**src/rtl/alu8_pkg.sv**
```systemverilog
package alu8_pkg;

    parameter int DW = 8;
    localparam int NW = DW / 2;
    localparam int FW = 6;

    typedef enum logic [3:0] {
        OP_ADD  = 4'd0,
        OP_ADC  = 4'd1,
        OP_SUB  = 4'd2,
        OP_SBC  = 4'd3,
        OP_AND  = 4'd4,
        OP_OR   = 4'd5,
        OP_XOR  = 4'd6,
        OP_COM  = 4'd7,
        OP_NEG  = 4'd8,
        OP_INC  = 4'd9,
        OP_DEC  = 4'd10,
        OP_LSR  = 4'd11,
        OP_ASR  = 4'd12,
        OP_ROR  = 4'd13,
        OP_ROL  = 4'd14,
        OP_SWAP = 4'd15
    } alu_op_e;

    typedef enum logic [1:0] {
        LG_AND,
        LG_OR,
        LG_XOR,
        LG_NOT
    } logic_sel_e;

    typedef enum logic [2:0] {
        SH_LSR,
        SH_ASR,
        SH_ROR,
        SH_ROL,
        SH_SWAP
    } shift_sel_e;

    typedef enum logic [1:0] {
        SRC_ARITH,
        SRC_LOGIC,
        SRC_SHIFT
    } res_src_e;

    // Six writable condition flags, most significant first: H S V N Z C
    typedef struct packed {
        logic h;
        logic s;
        logic v;
        logic n;
        logic z;
        logic c;
    } flag6_t;

    // Control word produced by the operation decoder
    typedef struct packed {
        res_src_e   src;
        logic       sub;
        logic       use_cin;
        logic       a_zero;
        logic       b_one;
        logic_sel_e lsel;
        shift_sel_e ssel;
    } alu_ctl_t;

    function automatic flag6_t flag_mask(alu_op_e op);
        flag6_t m;
        case (op)
            OP_ADD, OP_ADC, OP_SUB, OP_SBC, OP_NEG:
                m = 6'b111111;
            OP_AND, OP_OR, OP_XOR, OP_INC, OP_DEC:
                m = 6'b011110;
            OP_COM, OP_LSR, OP_ASR, OP_ROR, OP_ROL:
                m = 6'b011111;
            default:
                m = 6'b000000;
        endcase
        return m;
    endfunction

    function automatic logic [DW-1:0] to_sreg(flag6_t f);
        return {{(DW-FW){1'b0}}, f};
    endfunction

endpackage

```
**src/rtl/alu8_decode.sv**
```systemverilog
module alu8_decode
    import alu8_pkg::*;
(
    input  alu_op_e  op,
    output alu_ctl_t ctl
);

    always_comb begin
        ctl.src     = SRC_ARITH;
        ctl.sub     = 1'b0;
        ctl.use_cin = 1'b0;
        ctl.a_zero  = 1'b0;
        ctl.b_one   = 1'b0;
        ctl.lsel    = LG_AND;
        ctl.ssel    = SH_LSR;
        case (op)
            OP_ADD:  ;
            OP_ADC:  ctl.use_cin = 1'b1;
            OP_SUB:  ctl.sub = 1'b1;
            OP_SBC:  begin ctl.sub = 1'b1; ctl.use_cin = 1'b1; end
            OP_NEG:  begin ctl.sub = 1'b1; ctl.a_zero = 1'b1; end
            OP_INC:  ctl.b_one = 1'b1;
            OP_DEC:  begin ctl.sub = 1'b1; ctl.b_one = 1'b1; end
            OP_AND:  begin ctl.src = SRC_LOGIC; ctl.lsel = LG_AND; end
            OP_OR:   begin ctl.src = SRC_LOGIC; ctl.lsel = LG_OR;  end
            OP_XOR:  begin ctl.src = SRC_LOGIC; ctl.lsel = LG_XOR; end
            OP_COM:  begin ctl.src = SRC_LOGIC; ctl.lsel = LG_NOT; end
            OP_LSR:  begin ctl.src = SRC_SHIFT; ctl.ssel = SH_LSR;  end
            OP_ASR:  begin ctl.src = SRC_SHIFT; ctl.ssel = SH_ASR;  end
            OP_ROR:  begin ctl.src = SRC_SHIFT; ctl.ssel = SH_ROR;  end
            OP_ROL:  begin ctl.src = SRC_SHIFT; ctl.ssel = SH_ROL;  end
            OP_SWAP: begin ctl.src = SRC_SHIFT; ctl.ssel = SH_SWAP; end
            default: ;
        endcase
    end

endmodule

```
**src/rtl/alu8_addsub.sv**
```systemverilog
module alu8_addsub
    import alu8_pkg::*;
#(
    parameter int W  = DW,
    parameter int HB = NW
) (
    input  logic [W-1:0] x,
    input  logic [W-1:0] y,
    input  logic         cin,
    input  logic         sub,
    output logic [W-1:0] sum,
    output logic         c_out,
    output logic         h_out,
    output logic         v_out
);

    localparam int WF = W + 1;
    localparam int WH = HB + 1;

    logic [W:0]  full;
    logic [HB:0] low;

    always_comb begin
        if (sub) begin
            full = {1'b0, x} - {1'b0, y} - WF'(cin);
            low  = {1'b0, x[HB-1:0]} - {1'b0, y[HB-1:0]} - WH'(cin);
        end else begin
            full = {1'b0, x} + {1'b0, y} + WF'(cin);
            low  = {1'b0, x[HB-1:0]} + {1'b0, y[HB-1:0]} + WH'(cin);
        end
        sum   = full[W-1:0];
        c_out = full[W];
        h_out = low[HB];
        if (sub)
            v_out = (x[W-1] & ~y[W-1] & ~full[W-1]) | (~x[W-1] & y[W-1] & full[W-1]);
        else
            v_out = (x[W-1] & y[W-1] & ~full[W-1]) | (~x[W-1] & ~y[W-1] & full[W-1]);
    end

    // Equal operands with no borrow must subtract to zero
    always_comb begin
        if (sub && !cin && x == y)
            assert_equal_diff_R4: assert (sum == '0 && !c_out);
    end

endmodule

```
**src/rtl/alu8_bitops.sv**
```systemverilog
module alu8_bitops
    import alu8_pkg::*;
#(
    parameter int W = DW
) (
    input  logic_sel_e   lsel,
    input  logic [W-1:0] x,
    input  logic [W-1:0] y,
    output logic [W-1:0] res
);

    always_comb begin
        case (lsel)
            LG_AND:  res = x & y;
            LG_OR:   res = x | y;
            LG_XOR:  res = x ^ y;
            default: res = ~x;
        endcase
    end

endmodule

```
**src/rtl/alu8_shift.sv**
```systemverilog
module alu8_shift
    import alu8_pkg::*;
#(
    parameter int W = DW
) (
    input  shift_sel_e   ssel,
    input  logic [W-1:0] x,
    input  logic         cin,
    output logic [W-1:0] res,
    output logic         c_out
);

    localparam int HW = W / 2;

    logic [W-1:0] swapped;

    generate
        if (W % 2 == 0) begin : g_even
            assign swapped = {x[HW-1:0], x[W-1:HW]};
        end else begin : g_odd
            assign swapped = {x[HW-1:0], x[HW], x[W-1:HW+1]};
        end
    endgenerate

    always_comb begin
        res   = x;
        c_out = x[0];
        case (ssel)
            SH_LSR: res = {1'b0, x[W-1:1]};
            SH_ASR: res = {x[W-1], x[W-1:1]};
            SH_ROR: res = {cin, x[W-1:1]};
            SH_ROL: begin
                res   = {x[W-2:0], cin};
                c_out = x[W-1];
            end
            SH_SWAP: begin
                res   = swapped;
                c_out = 1'b0;
            end
            default: ;
        endcase
    end

endmodule

```
**src/rtl/alu8_flagger.sv**
```systemverilog
module alu8_flagger
    import alu8_pkg::*;
#(
    parameter int W = DW
) (
    input  alu_op_e      op,
    input  res_src_e     src,
    input  logic [W-1:0] res,
    input  logic         ar_c,
    input  logic         ar_h,
    input  logic         ar_v,
    input  logic         sh_c,
    input  logic         zero_in,
    output flag6_t       val,
    output flag6_t       mask
);

    flag6_t raw;
    logic   res_zero;

    assign res_zero = (res == '0);

    always_comb begin
        raw.n = res[W-1];
        raw.z = (op == OP_SBC) ? (res_zero & zero_in) : res_zero;
        raw.h = ar_h;
        case (src)
            SRC_ARITH: begin
                raw.c = ar_c;
                raw.v = ar_v;
            end
            SRC_LOGIC: begin
                raw.c = (op == OP_COM);
                raw.v = 1'b0;
            end
            default: begin
                raw.c = sh_c;
                raw.v = res[W-1] ^ sh_c;
            end
        endcase
        raw.s = raw.n ^ raw.v;
        mask  = flag_mask(op);
        val   = raw & mask;
    end

endmodule

```
**src/rtl/alu8_core.sv**
```systemverilog
module alu8_core
    import alu8_pkg::*;
(
    input  logic [3:0] op_code,
    input  logic [7:0] opnd_a,
    input  logic [7:0] opnd_b,
    input  logic       carry_in,
    input  logic       zero_in,
    output logic [7:0] result,
    output logic [7:0] flag_val,
    output logic [7:0] flag_wr
);

    alu_op_e      op;
    alu_ctl_t     ctl;
    logic [DW-1:0] ax, ay, ar_res, lg_res, sh_res;
    logic          ar_cin, ar_c, ar_h, ar_v, sh_c;
    flag6_t        fval, fmask;

    assign op = alu_op_e'(op_code);

    alu8_decode u_dec (
        .op  (op),
        .ctl (ctl)
    );

    assign ax     = ctl.a_zero ? '0 : opnd_a;
    assign ay     = ctl.a_zero ? opnd_a : (ctl.b_one ? DW'(1) : opnd_b);
    assign ar_cin = ctl.use_cin & carry_in;

    alu8_addsub #(.W(DW), .HB(NW)) u_arith (
        .x     (ax),
        .y     (ay),
        .cin   (ar_cin),
        .sub   (ctl.sub),
        .sum   (ar_res),
        .c_out (ar_c),
        .h_out (ar_h),
        .v_out (ar_v)
    );

    alu8_bitops #(.W(DW)) u_logic (
        .lsel (ctl.lsel),
        .x    (opnd_a),
        .y    (opnd_b),
        .res  (lg_res)
    );

    alu8_shift #(.W(DW)) u_shift (
        .ssel  (ctl.ssel),
        .x     (opnd_a),
        .cin   (carry_in),
        .res   (sh_res),
        .c_out (sh_c)
    );

    always_comb begin
        case (ctl.src)
            SRC_ARITH: result = ar_res;
            SRC_LOGIC: result = lg_res;
            default:   result = sh_res;
        endcase
    end

    alu8_flagger #(.W(DW)) u_flags (
        .op      (op),
        .src     (ctl.src),
        .res     (result),
        .ar_c    (ar_c),
        .ar_h    (ar_h),
        .ar_v    (ar_v),
        .sh_c    (sh_c),
        .zero_in (zero_in),
        .val     (fval),
        .mask    (fmask)
    );

    assign flag_val = to_sreg(fval);
    assign flag_wr  = to_sreg(fmask);

    // Port-level guards
    always_comb begin
        if (op == OP_ADD)
            assert_add_sum_R3: assert ({flag_val[0], result} == {1'b0, opnd_a} + {1'b0, opnd_b});
        if (op == OP_SUB)
            assert_sub_borrow_R4: assert (flag_val[0] == (opnd_a < opnd_b));
        if (op == OP_SBC && result != 8'h00)
            assert_zero_chain_R5: assert (flag_val[1] == 1'b0);
        if (op == OP_AND || op == OP_OR || op == OP_XOR)
            assert_logic_vclr_R6: assert (flag_val[3] == 1'b0 && flag_wr[0] == 1'b0 && flag_wr[5] == 1'b0);
        if (op == OP_SWAP)
            assert_swap_quiet_R11: assert (flag_wr == 8'h00 && result == {opnd_a[3:0], opnd_a[7:4]});
        if (flag_wr[2])
            assert_sign_rule_R12: assert (flag_val[4] == (flag_val[2] ^ flag_val[3]));
    end

endmodule

```
**config.mk**
```make
export PLATFORM = sky130hd
export DESIGN_NAME = alu8_core
export DESIGN_NICKNAME = d
export VERILOG_FILES = /design/src/rtl/alu8_pkg.sv /design/src/rtl/alu8_decode.sv /design/src/rtl/alu8_addsub.sv /design/src/rtl/alu8_bitops.sv /design/src/rtl/alu8_shift.sv /design/src/rtl/alu8_flagger.sv /design/src/rtl/alu8_core.sv
export SDC_FILE = /design/constraint.sdc
export NUM_CORES = 1
export LEC_CHECK = 0
export BUFFER_PORTS_ARGS = -buffer_cell sky130_fd_sc_hd__buf_2
export CORE_MARGIN = 2
export CORE_UTILIZATION = 54
export DETAILED_ROUTE_END_ITERATION = 7
export GPL_TIMING_DRIVEN = 0
export PLACE_DENSITY_LB_ADDON = 0.25
export SLEW_MARGIN = 0
export SYNTH_ARGS = -nofsm -noshare
export SYNTH_HDL_FRONTEND = slang
export SYNTH_HIERARCHICAL = 1
export SYNTH_SLANG_ARGS = --single-unit
```
**constraint.sdc**
```tcl
create_clock -name vclk -period 3.8
set_clock_uncertainty 0.15 [all_clocks]
set_input_delay 0.19 -clock vclk [all_inputs]
set_output_delay 0.19 -clock vclk [all_outputs]
set_load 0.005 [all_outputs]
```
==> reports/metrics.yaml <==
sta:
  maxSlewHeadroom: 0.349
  worstMarginPinSlew_ps: 975
  period_share: 1.01
  fin_crit_ps: 3840
  setup_viol: 3
  setup_slack_ps: -44.6
  slew_violations: 0
  rsz0062_at_grt: "yes"
  final-hold-violation-count: 0
  fmax_mhz: 260
  fin_hold_ws_ps: 730
flow_run:
  max-cap-violations: 0
status:
  outcome: "complete, but fails checks"
  violations: "negative setup slack"
synthesis:
  synth_compound_area_frac: 0.218
  yosysSeqAreaShare: 0
  yosys-top-cells-area: "ha_1, inv_1, mux4_2"
  synth-simple-area-share: 0.217
  netlist_area_sq_mm: 0.00258
  muxShareOfSynthArea: 0.128
  synth_top_family_by_area: "adder cells"
  synthCells: 350
  synth.avg_cell_area_sq_um: 7.38
  synth-xor-area-share: 0.0576
  ys_types: 59
  synth.most_common_cell: "inv_1"
  synth_warnings: 6
  synth_area_leader_cell: "ha_1"
  synth_common_cells: "inv_1, ha_1, nand2_1"
  synth-adder-area-share: 0.230
  synth.top_cell.area_share: 0.199
grt:
  overflow: 0
  grt_usage: 0.260
  grt_pass1_wl_um: 11300
  antenna_found_initial: 0
  grt_max_degree: 13
  grt_pass1_vias: 2503
setup_path:
  path_buf_inv: 6
  path_depth: 21
  worst-setup-path-type: "in -> out"
  worstPathCellList: "buf_12, nand2b_4, buf_6, nor2_4, buf_6, nor2_4, a22o_4, ha_4, inv_4, ha_4, a21oi_2, nor2_1, a2111oi_2, xor2_1, buf_4, mux2i_1, o211ai_2, nor2b_4, xor2_1, o211a_1, buf_2"
  path_delay_family: "compound AO/OA/AOI/OAI gates"
  critPathCaptureType: "output port"
  critPathLaunchType: "primary input"
  crit_required_ps: 3460
  cp_slowest_cell: "a2111oi_2"
  critPathMaxStageDelay_ps: 370
  worstPathArrival_ps: 3500
  cp_max_fo: 6
placed_design:
  post-place-ws_ps: -626
  dp_hpwl_um: 5260
  io_buffer_count: 42
  gp_congestion: 0.931
drt:
  via_per_inst: 5.74
  drtIter0Drc: 101
  drc: 0
  ant_nets: 0
  dr_total_vias: 2728
  finalWirelength_um: 7230
  wire_per_inst_um: 15.2
  dr.pass1.iters: 4
die:
  num_io_pins: 46
  core_sq_mm: 0.00466
  rows: 25
  die-area_sq_mm: 0.00535
  die_w_um: 73.2
  dieHeight_um: 73.2
  start_util: 0.554
layout:
  nClkBuffers: 0
  synthToLayoutAreaGrowth_pct: 31.3
  seq_cells: 0
  final_net_count: 490
  diodes: 0
  drive_gt1_frac: 0.363
  seq_area_sq_um: 0
worst_hold_path:
  hold_depth: 4
  min_from: "op_code[3]"
  whs_endpoint: "flag_wr[5]"
  hold_path.class: "in -> out"
power:
  peakVddDrop_v: 0.000112
  p_per_area_mw_per_mm2: 190
  leakagePower_nw: 1.69
cts:
  holdBufCountCts: 0
-- cell usage in the layout, fill, tap and decap left out, types with 3 or more instances in the layout --
| cell | n |
|---|---|
| buf_2 | 41 |
| a21o_1 | 4 |
| conb_1 | 4 |
| and2_1 | 5 |
| mux4_2 | 8 |
| nor2b_1 | 11 |
| nand2b_1 | 7 |
| nor3_1 | 4 |
| inv_1 | 49 |
| o21ai_2 | 6 |
| buf_4 | 37 |
| nor2_1 | 17 |
| a21oi_1 | 17 |
| a22o_1 | 4 |
| nand2_1 | 23 |
| ha_1 | 32 |
| fa_2 | 3 |
| mux2i_1 | 15 |
| o22ai_1 | 3 |
| xnor2_1 | 10 |
| inv_2 | 4 |
| a211oi_1 | 6 |
| and3_1 | 5 |
| o21ai_0 | 6 |
| xor2_1 | 6 |
| ha_4 | 9 |
| nand3_1 | 3 |
| a21oi_2 | 7 |
| buf_6 | 10 |
| a31oi_1 | 3 |
| o21ai_1 | 7 |
-- final cells by class --
type               count  area [sq um]
inverters             55           211
plain buffers         22           171
repair buffers        69           463
well taps             54          67.6
multi-input cells    275          2480
fillers              350          1270
-- per-stage QoR --
stage | cell area, sq um | power [mW] | cells | TNS, ps | util
global placement | 2870 | 0.482 | 449 | -2940 | 0.616
global route | 3390 | 0.707 | 475 | -717 | 0.728
detailed placement | 2870 | 0.494 | 449 | -2880 | 0.616
finish | 3390 | 0.644 | 475 | -94.4 | 0.728
floorplan | 2590 | 0.360 | 353 | 0 | -
CTS | 3190 | 0.584 | 463 | -72.6 | 0.685
-- where the power goes --
part           internal [mW]  switching, mW
clock                      0              0
combinational          0.323          0.320
sequential                 0              0
-- kinds of logic after synthesis --
family,after synthesis
other cells,1
xor+xnor,17
fa+ha+maj,45
mux,23
simple gates,102
compound gates,84
buf+inv,78
-- how the worst max path moves through the flow --
stage | slack, ps | start | endpoint
4_1_cts | -70 | op_code[2] | flag_val[1]
2_1_floorplan | 140 | op_code[0] | flag_val[1]
3_5_place_dp | -630 | op_code[0] | flag_val[1]
5_1_grt | -210 | op_code[0] | flag_val[4]
3_3_place_gp | -660 | op_code[0] | flag_val[1]
6_report | -40 | op_code[2] | flag_val[4]
-- tightest hold or removal path: stages --
cell and delay [ps]:
buf_6 120, buf_4 160, a21oi_1 90, buf_2 130
-- routing by layer --
layer	wire length, um	GRT usage
met1	3160	0.355
met4	85	0.0329
met3	383	0.00552
met2	3600	0.465
met5	0	0
-- what timing repair did --
item / in CTS / in global routing
setup buffers: 15 / 13
endpoints found under the setup margin: 8 / 6
gates resized for setup: 41 / 28
cloned: 0 / 0
pin swaps: 19 / 31
No activity file was read; power rests on OpenSTA's default activity.
